File: src/rtl/h2d_mbox_pkg.sv
package h2d_mbox_pkg;
  localparam int HOST_W_DEF     = 8;
  localparam int CTRL_BYTES_DEF = 2;
  // host map: doorbell, then control bytes low to high
  localparam int HA_DOORBELL  = 0;
  localparam int HA_CTRL_BASE = 1;
  // dsp map
  localparam logic [1:0] DA_DOORBELL = 2'd0;
  localparam logic [1:0] DA_IRQ      = 2'd1;
  localparam logic [1:0] DA_BUSY     = 2'd2;
  localparam logic [1:0] DA_CTRL     = 2'd3;
  localparam int IRQ_STAT_BIT = 0;
  localparam int IRQ_EN_BIT   = 1;
  localparam int BUSY_BIT     = 0;
endpackage

File: src/rtl/mbox_host_if.sv
module mbox_host_if
  import h2d_mbox_pkg::*;
#(
  parameter int HOST_W     = 8,
  parameter int CTRL_BYTES = 2,
  parameter int ADDR_W     = 2,
  localparam int CTRL_W    = HOST_W * CTRL_BYTES
) (
  input  logic              clk_i,
  input  logic              rst_ni,
  input  logic              we_i,
  input  logic              re_i,
  input  logic [ADDR_W-1:0] addr_i,
  input  logic [HOST_W-1:0] wdata_i,
  input  logic              busy_i,
  output logic              ring_o,
  output logic [HOST_W-1:0] cmd_o,
  output logic [CTRL_W-1:0] ctrl_o,
  output logic [HOST_W-1:0] rdata_o
);
  logic [HOST_W-1:0] rd_mux;

  assign ring_o = we_i && (addr_i == ADDR_W'(HA_DOORBELL));

  always_ff @(posedge clk_i or negedge rst_ni) begin
    if (!rst_ni)     cmd_o <= '0;
    else if (ring_o) cmd_o <= wdata_i;
  end

  for (genvar g = 0; g < CTRL_BYTES; g++) begin : g_ctrl
    always_ff @(posedge clk_i or negedge rst_ni) begin
      if (!rst_ni)
        ctrl_o[g*HOST_W +: HOST_W] <= '0;
      else if (we_i && addr_i == ADDR_W'(HA_CTRL_BASE + g))
        ctrl_o[g*HOST_W +: HOST_W] <= wdata_i;
    end
  end

  always_comb begin
    rd_mux = '0;
    if (addr_i == ADDR_W'(HA_DOORBELL)) rd_mux[BUSY_BIT] = busy_i;
    for (int i = 0; i < CTRL_BYTES; i++)
      if (addr_i == ADDR_W'(HA_CTRL_BASE + i)) rd_mux = ctrl_o[i*HOST_W +: HOST_W];
  end

  always_ff @(posedge clk_i or negedge rst_ni) begin
    if (!rst_ni)   rdata_o <= '0;
    else if (re_i) rdata_o <= rd_mux;
  end

  // control word only moves on a host write
  assert_ctrl_hold_R6: assert property (@(posedge clk_i) disable iff (!rst_ni)
    !we_i |=> $stable(ctrl_o));
  assert_rdata_hold_R9: assert property (@(posedge clk_i) disable iff (!rst_ni)
    !re_i |=> $stable(rdata_o));
endmodule

File: src/rtl/mbox_irq_core.sv
module mbox_irq_core (
  input  logic clk_i,
  input  logic rst_ni,
  input  logic ring_i,
  input  logic clr_i,
  input  logic en_we_i,
  input  logic en_d_i,
  input  logic busy_we_i,
  input  logic busy_d_i,
  output logic status_o,
  output logic en_o,
  output logic busy_o,
  output logic irq_o
);
  // set beats clear on a collision
  always_ff @(posedge clk_i or negedge rst_ni) begin
    if (!rst_ni)     status_o <= 1'b0;
    else if (ring_i) status_o <= 1'b1;
    else if (clr_i)  status_o <= 1'b0;
  end

  always_ff @(posedge clk_i or negedge rst_ni) begin
    if (!rst_ni)        busy_o <= 1'b0;
    else if (ring_i)    busy_o <= 1'b1;
    else if (busy_we_i) busy_o <= busy_d_i;
  end

  always_ff @(posedge clk_i or negedge rst_ni) begin
    if (!rst_ni)      en_o <= 1'b0;
    else if (en_we_i) en_o <= en_d_i;
  end

  assign irq_o = status_o & en_o;

  assert_ring_sets_R1: assert property (@(posedge clk_i) disable iff (!rst_ni)
    ring_i |=> status_o && busy_o);
  assert_read_clears_R3: assert property (@(posedge clk_i) disable iff (!rst_ni)
    (clr_i && !ring_i) |=> !status_o);
  assert_busy_release_R4: assert property (@(posedge clk_i) disable iff (!rst_ni)
    $fell(busy_o) |-> $past(busy_we_i && !busy_d_i && !ring_i));
  assert_mask_keeps_R5: assert property (@(posedge clk_i) disable iff (!rst_ni)
    (!ring_i && !clr_i) |=> $stable(status_o));
endmodule

File: src/rtl/h2d_mbox.sv
module h2d_mbox
  import h2d_mbox_pkg::*;
#(
  parameter int HOST_W     = HOST_W_DEF,
  parameter int CTRL_BYTES = CTRL_BYTES_DEF,
  localparam int CTRL_W    = HOST_W * CTRL_BYTES,
  localparam int DSP_W     = CTRL_W,
  localparam int HOST_AW   = $clog2(CTRL_BYTES + 1)
) (
  input  logic               clk_i,
  input  logic               rst_ni,
  input  logic               host_we_i,
  input  logic               host_re_i,
  input  logic [HOST_AW-1:0] host_addr_i,
  input  logic [HOST_W-1:0]  host_wdata_i,
  output logic [HOST_W-1:0]  host_rdata_o,
  input  logic               dsp_we_i,
  input  logic               dsp_re_i,
  input  logic [1:0]         dsp_addr_i,
  input  logic [DSP_W-1:0]   dsp_wdata_i,
  output logic [DSP_W-1:0]   dsp_rdata_o,
  output logic               dsp_irq_o
);
  logic              ring, status, en, busy;
  logic [HOST_W-1:0] cmd;
  logic [CTRL_W-1:0] ctrl;
  logic [DSP_W-1:0]  d_mux;

  mbox_host_if #(.HOST_W(HOST_W), .CTRL_BYTES(CTRL_BYTES), .ADDR_W(HOST_AW)) u_host (
    .clk_i, .rst_ni,
    .we_i(host_we_i), .re_i(host_re_i), .addr_i(host_addr_i), .wdata_i(host_wdata_i),
    .busy_i(busy), .ring_o(ring), .cmd_o(cmd), .ctrl_o(ctrl), .rdata_o(host_rdata_o)
  );

  mbox_irq_core u_core (
    .clk_i, .rst_ni,
    .ring_i   (ring),
    .clr_i    (dsp_re_i && dsp_addr_i == DA_DOORBELL),
    .en_we_i  (dsp_we_i && dsp_addr_i == DA_IRQ),
    .en_d_i   (dsp_wdata_i[IRQ_EN_BIT]),
    .busy_we_i(dsp_we_i && dsp_addr_i == DA_BUSY),
    .busy_d_i (dsp_wdata_i[BUSY_BIT]),
    .status_o (status), .en_o(en), .busy_o(busy), .irq_o(dsp_irq_o)
  );

  always_comb begin
    d_mux = '0;
    unique case (dsp_addr_i)
      DA_DOORBELL: d_mux = DSP_W'(cmd);
      DA_IRQ: begin
        d_mux[IRQ_STAT_BIT] = status;
        d_mux[IRQ_EN_BIT]   = en;
      end
      DA_BUSY: d_mux[BUSY_BIT] = busy;
      DA_CTRL: d_mux = ctrl;
    endcase
  end

  always_ff @(posedge clk_i or negedge rst_ni) begin
    if (!rst_ni)       dsp_rdata_o <= '0;
    else if (dsp_re_i) dsp_rdata_o <= d_mux;
  end

  assert_irq_off_reset_R8: assert property (@(posedge clk_i) disable iff (!rst_ni)
    $rose(dsp_irq_o) |-> $past(ring || (dsp_we_i && dsp_addr_i == DA_IRQ)));
endmodule

File: config.mk
export PLATFORM = sky130hd
export DESIGN_NAME = h2d_mbox
export DESIGN_NICKNAME = d
export VERILOG_FILES = /design/src/rtl/h2d_mbox_pkg.sv /design/src/rtl/mbox_host_if.sv /design/src/rtl/mbox_irq_core.sv /design/src/rtl/h2d_mbox.sv
export SDC_FILE = /design/constraint.sdc
export NUM_CORES = 1
export LEC_CHECK = 0
export BUFFER_PORTS_ARGS = -buffer_cell sky130_fd_sc_hd__buf_2
export CAP_MARGIN = 20
export CORE_MARGIN = 8
export CORE_UTILIZATION = 50
export DETAILED_ROUTE_END_ITERATION = 6
export HOLD_SLACK_MARGIN = 0.02
export PLACE_DENSITY = 0.83
export SLEW_MARGIN = 30
export SYNTH_ARGS = -nofsm -noshare
export SYNTH_HDL_FRONTEND = slang
export SYNTH_HIERARCHICAL = 1
export SYNTH_SLANG_ARGS = --single-unit
File: constraint.sdc
create_clock -name clk_i -period 3.7 [get_ports clk_i]
set_clock_uncertainty 0.2 [all_clocks]
set_input_delay 0.74 -clock clk_i [delete_from_list [all_inputs] [get_ports clk_i]]
set_output_delay 0.74 -clock clk_i [all_outputs]
set_load 0.005 [all_outputs]
==> results.toml, run 1 <==
[layout]
finalInstanceArea_sq_um = 2610
fillers = 363
final_util = 0.598
drive_gt1_frac = 0.372
finalNonFillerCells = 275
diodes = 0
syn_to_final_growth_pct = 14.7
nNetsFinal = 263

[setup_path]
worstSetupStartpoint = "dsp_addr_i[0]"
path_class = "in -> reg"
arrival_ps = 2040
reg2reg_from = "u_host/ctrl_o[0]"
rr_worst_depth = 3
critPathLaunchType = "input port"
critPathMaxFanout = 16
rr_endpoint = "dsp_rdata_o[0]"
endpoint_kind = "flop"
critPathRequiredTime_ps = 3690
r2r_slack_ps = 2270
endpoint = "dsp_rdata_o[0]"

[placement]
place_congestion = 0.716
place_area_sq_um = 2500
pre_cts_ws_ps = 1350
io_buffers = 44
dp_hpwl_um = 3280
dp_cells = 268

[die]
dieWidth_um = 83.4
initial_core_util = 0.522
rows = 24
dieArea_sq_um = 6950
io_pins = 59
die_y_um = 83.4
coreArea_sq_um = 4350

[sta]
whs_ps = 240
slew_headroom = 0.464
hold_violations = 0
worst_pin_slew_ps = 801
finalSetupViolCount = 0
period_share = 0.552
finalMaxSlewViolations = 0
finalSetupTns_ps = 0
fmax_mhz = 489
finalCriticalPeriod_ps = 2040
worst_slack_ps = 1660
rsz0062_at_grt = "false"

[drt]
drt-wirelength-per-cell_um = 16.5
dr.pass1.iters = 4
drtIter0Drc = 67
route.detailed.drc = 0
ant_nets = 0
num_vias = 1503
wirelength_um = 4540
routed_via_density = 5.47

[pwr]
switching_share = 0.256
power.switching_mw = 0.330
p_comb_frac = 0.166
pwr-share-seq = 0.542
power.leakage_nw = 1.25
internal-power_mw = 0.956
power.density_nw_per_um2 = 494
ir_drop_uv = 238
power_mw = 1.29
p_clk_frac = 0.292

[clock_network]
clk_pin_slew_ps = 90
cts_buffer_depth = 2
clkSinkCount = 51
cts_max_level = 2
hold_buffers = 0
cts_setup_buffers = 0
numCtsBuffers = 5
cts_resized = 0
insertion_delay_ps = 300
cts-root-buf = "clkbuf_8"
cts_tree = "done"

[synth]
synth_edf_count = 0
ys.flop_type = "dfrtp_1"
synth.largest_area_cell = "dfrtp_1"
syn_area_sq_um = 2270
synthesis.area_per_instance_sq_um = 12.5
synth_common_cells = "dfrtp_1 (51), mux2_2 (19), inv_1 (18), a22oi_1 (13)"
synth_top_area_share = 0.562
synth_mux_area_frac = 0.156
yosysMostFrequentCell = "dfrtp_1"
synthArstFlopShare = 1.00
synth_cells = 182
synth-simple-area-share = 0.0777
ys_types = 30
syn_nets = 222
synth_seq_cells = 51
synth_xor_area_frac = 0
ys_seq_area_frac = 0.562
synthTopCellsByArea = "dfrtp_1 (56%), mux2_2 (9.4%), mux2_4 (5.3%)"
synth_compound_area_frac = 0.115
synth_top_family_by_area = "multiplexers"
yosysWarningCount = 6
synth_fa_ha_area_frac = 0.0331

[grt]
grt_usage = 0.136
grt_pass1_wl_um = 7870
antenna_found_initial = 0
grt_overflow = 0
grt_pass1_vias = 1616
grt_max_degree = 52

[outcome]
outcome = "complete, no violations"

[job]
max_cap_violations = 0

[hold_path]
hold_path_class = "in -> async"
-- worst max-delay path, cell delays in order --
cell and delay [ps]:
buf_2 120, ha_1 410, a222oi_1 390, mux2i_1 100, mux2_2 270
-- flip-flops by register name, indices dropped and copies added (netlist names) --
signal           cells
dsp_rdata_o         16
u_host/rdata_o       8
u_core/status_o      1
u_core/busy_o        1
u_core/en_o          1
u_host/cmd_o         8
u_host/ctrl_o       16
-- per-layer routing --
metal	wire, um	track usage
met2	2230	0.219
met5	0	0
met3	314	0.0439
met1	1920	0.158
met4	78	0.0687
-- cell type report --
| class | count | area [sq um] | share of cell area |
|---|---|---|---|
| Sequential cell | 51 | 1280 | 0.490 |
| Multi-Input combinational cell | 103 | 867 | 0.333 |
| Clock inverter | 2 | 37.5 | 0.0144 |
| Tap cell | 52 | 65.1 | 0.0250 |
| Inverter | 18 | 67.6 | 0.0259 |
| Timing Repair Buffer | 44 | 223 | 0.0855 |
| Clock buffer | 5 | 68.8 | 0.0264 |
-- layout by cell type (no fill, tap or decap), drive strengths merged, types with 2 or more instances in the layout --
cell type  count
dfrtp         51
a21oi          7
nor2b          2
buf           44
nand3          8
a222oi         2
nor2           8
nand3b         2
o21ai          8
mux2i          2
o22ai          6
mux2          27
a22oi         13
clkbuf         5
inv           18
and2           4
ha             6
-- worst min path at each step --
stage,from,to,slack [ps],depth (start not counted)
3_3_place_gp,u_host/rdata_o[0],u_host/rdata_o[0],260,1
5_1_grt,rst_ni,u_core/en_o,300,1
2_1_floorplan,rst_ni,dsp_rdata_o[0],240,0
4_1_cts,rst_ni,u_core/en_o,270,1
6_report,rst_ni,u_core/en_o,240,1
3_5_place_dp,u_host/rdata_o[0],u_host/rdata_o[0],280,1
-- power by group through the flow --
| stage | logic (mW) | registers (mW) | clock network [mW] |
|---|---|---|---|
| 6_report | 0.214 | 0.696 | 0.376 |
| 5_1_grt | 0.240 | 0.708 | 0.407 |
| 4_1_cts | 0.218 | 0.696 | 0.384 |
| 3_5_place_dp | 0.215 | 0.706 | 0 |
| 3_3_place_gp | 0.208 | 0.700 | 0 |
| 2_1_floorplan | 0.136 | 0.696 | 0 |
-- cell families after synthesis --
logic type / Yosys count
AO/OA/AOI/OAI: 40
adder cells (fa/ha/maj): 6
buffers and inverters: 28
flip-flops: 51
multiplexers: 29
AND/OR/NAND/NOR: 28
(Power assumes the default switching activity.)
==> inputs of run 2 (changes only) <==
ABC_AREA = 1   (was default)
PLACE_DENSITY = 0.82   (was 0.83)
clock period = 2 ns   (was 3.7 ns; I/O delays follow)
==> results.toml, run 2 <==
[job]
max_cap_violations = 0

[setup_path]
path_class = "reg -> out"
crit_buf_inv = 2
rr_worst_depth = 4
slowest_stage = "dfrtp_1"
r2r_slack_ps = 910
rr_endpoint = "dsp_rdata_o[0]"
arrival_ps = 920
critPathMaxFanout = 3
cp_cell_sequence = "nand2_1, inv_1, buf_2"
crit_cells = 3
crit_family = "flip-flops"
endpoint_kind = "output pin"
slowest_delay_ps = 400
critPathLaunchType = "flop"
reg2reg_from = "u_core/status_o"
critPathRequiredTime_ps = 1400

[synth]
syn_area_sq_um = 2450
ys_types = 19
synth_edf_count = 0
yosysWarningCount = 6
synth_top_area_share = 0.521
synth_seq_cells = 51
synthTopCellsByArea = "dfrtp_1 (52%), nand2_1 (21%), o21ai_2 (6.1%)"
synth_common_cells = "nand2_1 (134), dfrtp_1 (51), inv_1 (21), o21ai_2 (17), nand3_1 (12)"
synthArstFlopShare = 1.00
synthesis.area_per_instance_sq_um = 8.65
ys_seq_area_frac = 0.521
ys.flop_type = "dfrtp_1"
yosysMostFrequentCell = "nand2_1"
synth.largest_area_cell = "dfrtp_1"
syn_nets = 323
synth_cells = 283

[layout]
multi_input_area_sq_um = 978
drive_gt1_frac = 0.261
final_common_cell = "nand2_1"
fillers = 414
syn_to_final_growth_pct = 13.6
final-seq-area_sq_um = 1280
layout_common_cells = "nand2_1 (134), dfrtp_1 (51), buf_2 (44), inv_1 (21), o21ai_2 (17)"
final_util = 0.589
diodes = 0
largestRegisters = "dsp_rdata_o (16), u_host/ctrl_o (16)"
finalInstanceArea_sq_um = 2780
nNetsFinal = 368

[sta]
finalMaxSlewViolations = 0
finalCriticalPeriod_ps = 1520
finalSetupViolCount = 0
slew_headroom = 0.622
rsz0062_at_grt = "false"
period_share = 0.762
whs_ps = 114
fmax_mhz = 656
finalSetupTns_ps = 0
hold_violations = 0
worst_pin_slew_ps = 566

[grt]
grt_usage = 0.151
grt_pass1_wl_um = 9010
grt_max_degree = 23
grt_pass1_vias = 2034
grt_overflow = 0
antenna_found_initial = 0

[clock_network]
insertion_delay_ps = 300
cts-root-buf = "clkbuf_8"
clk_pin_slew_ps = 80
cts_setup_buffers = 0
numCtsBuffers = 5
cts_max_level = 2
clkSinkCount = 51
cts_tree = "done"
cts_buffer_depth = 2

[placement]
dp_hpwl_um = 3910
io_buffers = 44
place_area_sq_um = 2670
place_congestion = 0.864

[hold_path]
holdPathEnd = "u_core/en_o"
hold_path_class = "in -> reg"
hold_start = "dsp_wdata_i[1]"
whs_path_depth = 3

[die]
dieArea_sq_um = 7390
rows = 25
coreArea_sq_um = 4720
die_y_um = 86.0
dieWidth_um = 86.0
io_pins = 59
initial_core_util = 0.518

[drt]
route.detailed.drc = 0
drtIter0Drc = 138
ant_nets = 0
num_vias = 1937
wirelength_um = 5290
dr.pass1.iters = 4
routed_via_density = 4.89
drt-wirelength-per-cell_um = 13.4

[pwr]
power.density_nw_per_um2 = 815
ir_drop_uv = 272
power.leakage_nw = 1.63
power_mw = 2.27

[outcome]
outcome = "complete, no violations"
run 2: cells by family after synthesis:
kind of cell,count (synthesis),synth area share
buf+inv,33,0.0792
simple gates,166,0.288
flops,51,0.521
fa+ha+maj,6,0.0307
compound gates,27,0.0812
run 2: area by class of cell:
cell class              count  share of cell area
repair buffers             47              0.0882
well taps                  67              0.0301
clock buffers               8              0.0360
inverters                  24              0.0351
flip-flops and latches     51               0.459
multi-input cells         199               0.352
run 2: report_power, final:
group	switching, mW	internal, mW
clock network	0.310	0.316
logic	0.229	0.154
registers	0.0963	1.16
total	0.635	1.63
run 2: metrics by stage:
stage | setup WS (ps) | cells
detailed placement | 334 | 387
global route | 432 | 396
finish | 477 | 396
CTS | 463 | 396
global placement | 363 | 387
floorplan | 680 | 283
run 2: timing repair:
item                                   CTS  global route
endpoints found under the hold margin   14             0
hold buffers                             1             0
gates resized for setup                  0             0
run 2: metal layers:
metal  GRT usage  vias to the layer above  share of wire  routed length [um]
met5           0                        -              0                   0
met4      0.0717                        0          0.024                 127
met3      0.0439                       12          0.082                 435
met2       0.249                       66           0.48                2540
met1       0.174                      903           0.41                2200
li1            -                      956              -                   -
run 2: worst max path at each step:
stage                          from             end
floorplan             dsp_addr_i[0]  dsp_rdata_o[5]
global placement      dsp_addr_i[0]  dsp_rdata_o[0]
detailed placement    dsp_addr_i[0]  dsp_rdata_o[0]
CTS                 u_core/status_o       dsp_irq_o
global route        u_core/status_o       dsp_irq_o
finish              u_core/status_o       dsp_irq_o
run 2: worst reg2reg max path: stages, from the launching register on:
cell and delay [ps]:
dfrtp_1 400, nand2_1 80, nand2_1 50, o21ai_0 170, nand2_1 70
==> inputs of run 3 (changes only) <==
clock period = 1.6 ns   (was 2 ns; I/O delays follow)
==> results.toml, run 3 (same netlist as run 2, synthesis figures left out) <==
[grt]
grt_pass1_wl_um = 8490
grtUsageMet1 = 0.170
busiest_layer = "met2"
antenna_found_initial = 0
grt_usage = 0.144
grtUsageMet2 = 0.240
grt_max_degree = 52
grt_pass1_vias = 1869
grt_overflow = 0
use_met3 = 0.0420

[clock_network]
insertion_delay_ps = 310
numCtsBuffers = 5
clkSinkCount = 51
cts-root-buf = "clkbuf_8"
clk_pin_slew_ps = 90
cts_buffer_depth = 2
cts_max_level = 2
cts_tree = "done"
cts_setup_buffers = 0

[die]
io_pins = 59
dieArea_sq_um = 7390
die_y_um = 86.0
dieWidth_um = 86.0
initial_core_util = 0.518
rows = 25
coreArea_sq_um = 4720

[setup_path]
path_class = "reg -> out"
worstSetupStartpoint = "u_core/status_o"
arrival_ps = 930
endpoint_kind = "output pin"
critPathRequiredTime_ps = 1080
critPathLaunchType = "flop"
reg2reg_from = "u_core/status_o"
critPathMaxFanout = 3
r2r_slack_ps = 510

[placement]
dp_hpwl_um = 3800
place_congestion = 0.841
io_buffers = 44

[drt]
routed_via_density = 4.71
drtIter0Drc = 148
wirelength_um = 5060
drt-wirelength-per-cell_um = 12.6
dr.pass1.iters = 4
num_vias = 1882
ant_nets = 0
route.detailed.drc = 0

[layout]
syn_to_final_growth_pct = 14.7
final_common_cell = "nand2_1"
diodes = 0
final_util = 0.594
largestRegisters = "dsp_rdata_o (16), u_host/ctrl_o (16)"
nNetsFinal = 372
layout_common_cells = "nand2_1 (134), dfrtp_1 (51), buf_2 (44), inv_1 (21), o21ai_2 (17)"
drive_gt1_frac = 0.273

[sta]
fmax_mhz = 688
rsz0062_at_grt = "false"
worst_pin_slew_ps = 321
finalSetupTns_ps = 0
finalSetupViolCount = 0
finalCriticalPeriod_ps = 1450
finalMaxSlewViolations = 0
hold_violations = 0
period_share = 0.909
slew_headroom = 0.786

[job]
max_cap_violations = 0

[pwr]
ir_drop_uv = 390
power.switching_mw = 0.809
power.density_nw_per_um2 = 984
internal-power_mw = 1.95
power_mw = 2.76
switching_share = 0.293
pwr-share-seq = 0.571
power.leakage_nw = 1.65
p_clk_frac = 0.256
p_comb_frac = 0.174

[hold_path]
hold_path_class = "in -> reg"
hold_start = "dsp_wdata_i[0]"

[outcome]
outcome = "complete, no violations"
## run 3: cell types whose count changed in the layout (fill, tap and decap cells not counted), sizes merged
cell,previous run,this run
clkbuf,8,5
buf,46,50
clkinv,0,3
## run 3: path summary, 6_finish.rpt
path                              endpoint  cells past startpoint
setup reg to reg            dsp_rdata_o[0]                      4
hold reg to reg             dsp_rdata_o[5]                      2
hold / removal               u_core/busy_o                      3
max in group asynchronous  dsp_rdata_o[10]                      3
min in group asynchronous      u_core/en_o                      3
setup / recovery                 dsp_irq_o                      3
## run 3: power groups by stage
stage	Clock, mW	Sequential (mW)	Combinational [mW]
floorplan	0	1.57	0.306
global placement	0	1.59	0.467
detailed placement	0	1.60	0.482
CTS	0.713	1.58	0.486
global route	0.768	1.60	0.547
finish	0.707	1.58	0.480
## run 3: cell type report
type                            count  area, sq um
Timing Repair Buffer               51          288
Sequential cell                    51         1280
Clock inverter                      3         15.0
Tap cell                           67         83.8
Inverter                           24         97.6
Multi-Input combinational cell    199          978
Fill cell                         409         1920
Clock buffer                        5         68.8
## run 3: stage by stage
step / hold slack [ps] / area, sq um / instances / setup WS, ps
final: 33.7 / 2810 / 400 / 146
after global routing: 48.9 / 2810 / 400 / 102
after CTS: 36.6 / 2810 / 400 / 145
after detailed placement: 126 / 2710 / 391 / 103
after global placement: 125 / 2710 / 391 / 130
after floorplan: -176 / 2450 / 283 / 360
## run 3: critical path: stages, from the launching register on
cell	delay, ps
dfrtp_1	410
nand2_1	80
inv_1	40
buf_2	120
## run 3: timing repair
action,CTS,global route
gates resized for setup,0,0
hold buffers,1,0
hold endpoints to repair,51,0
## run 3: layer usage
metal  up-vias  wire [um]
met2        43       2430
met3         4        377
li1        966          -
met1       869       2200
met4         0         45
met5         -          0
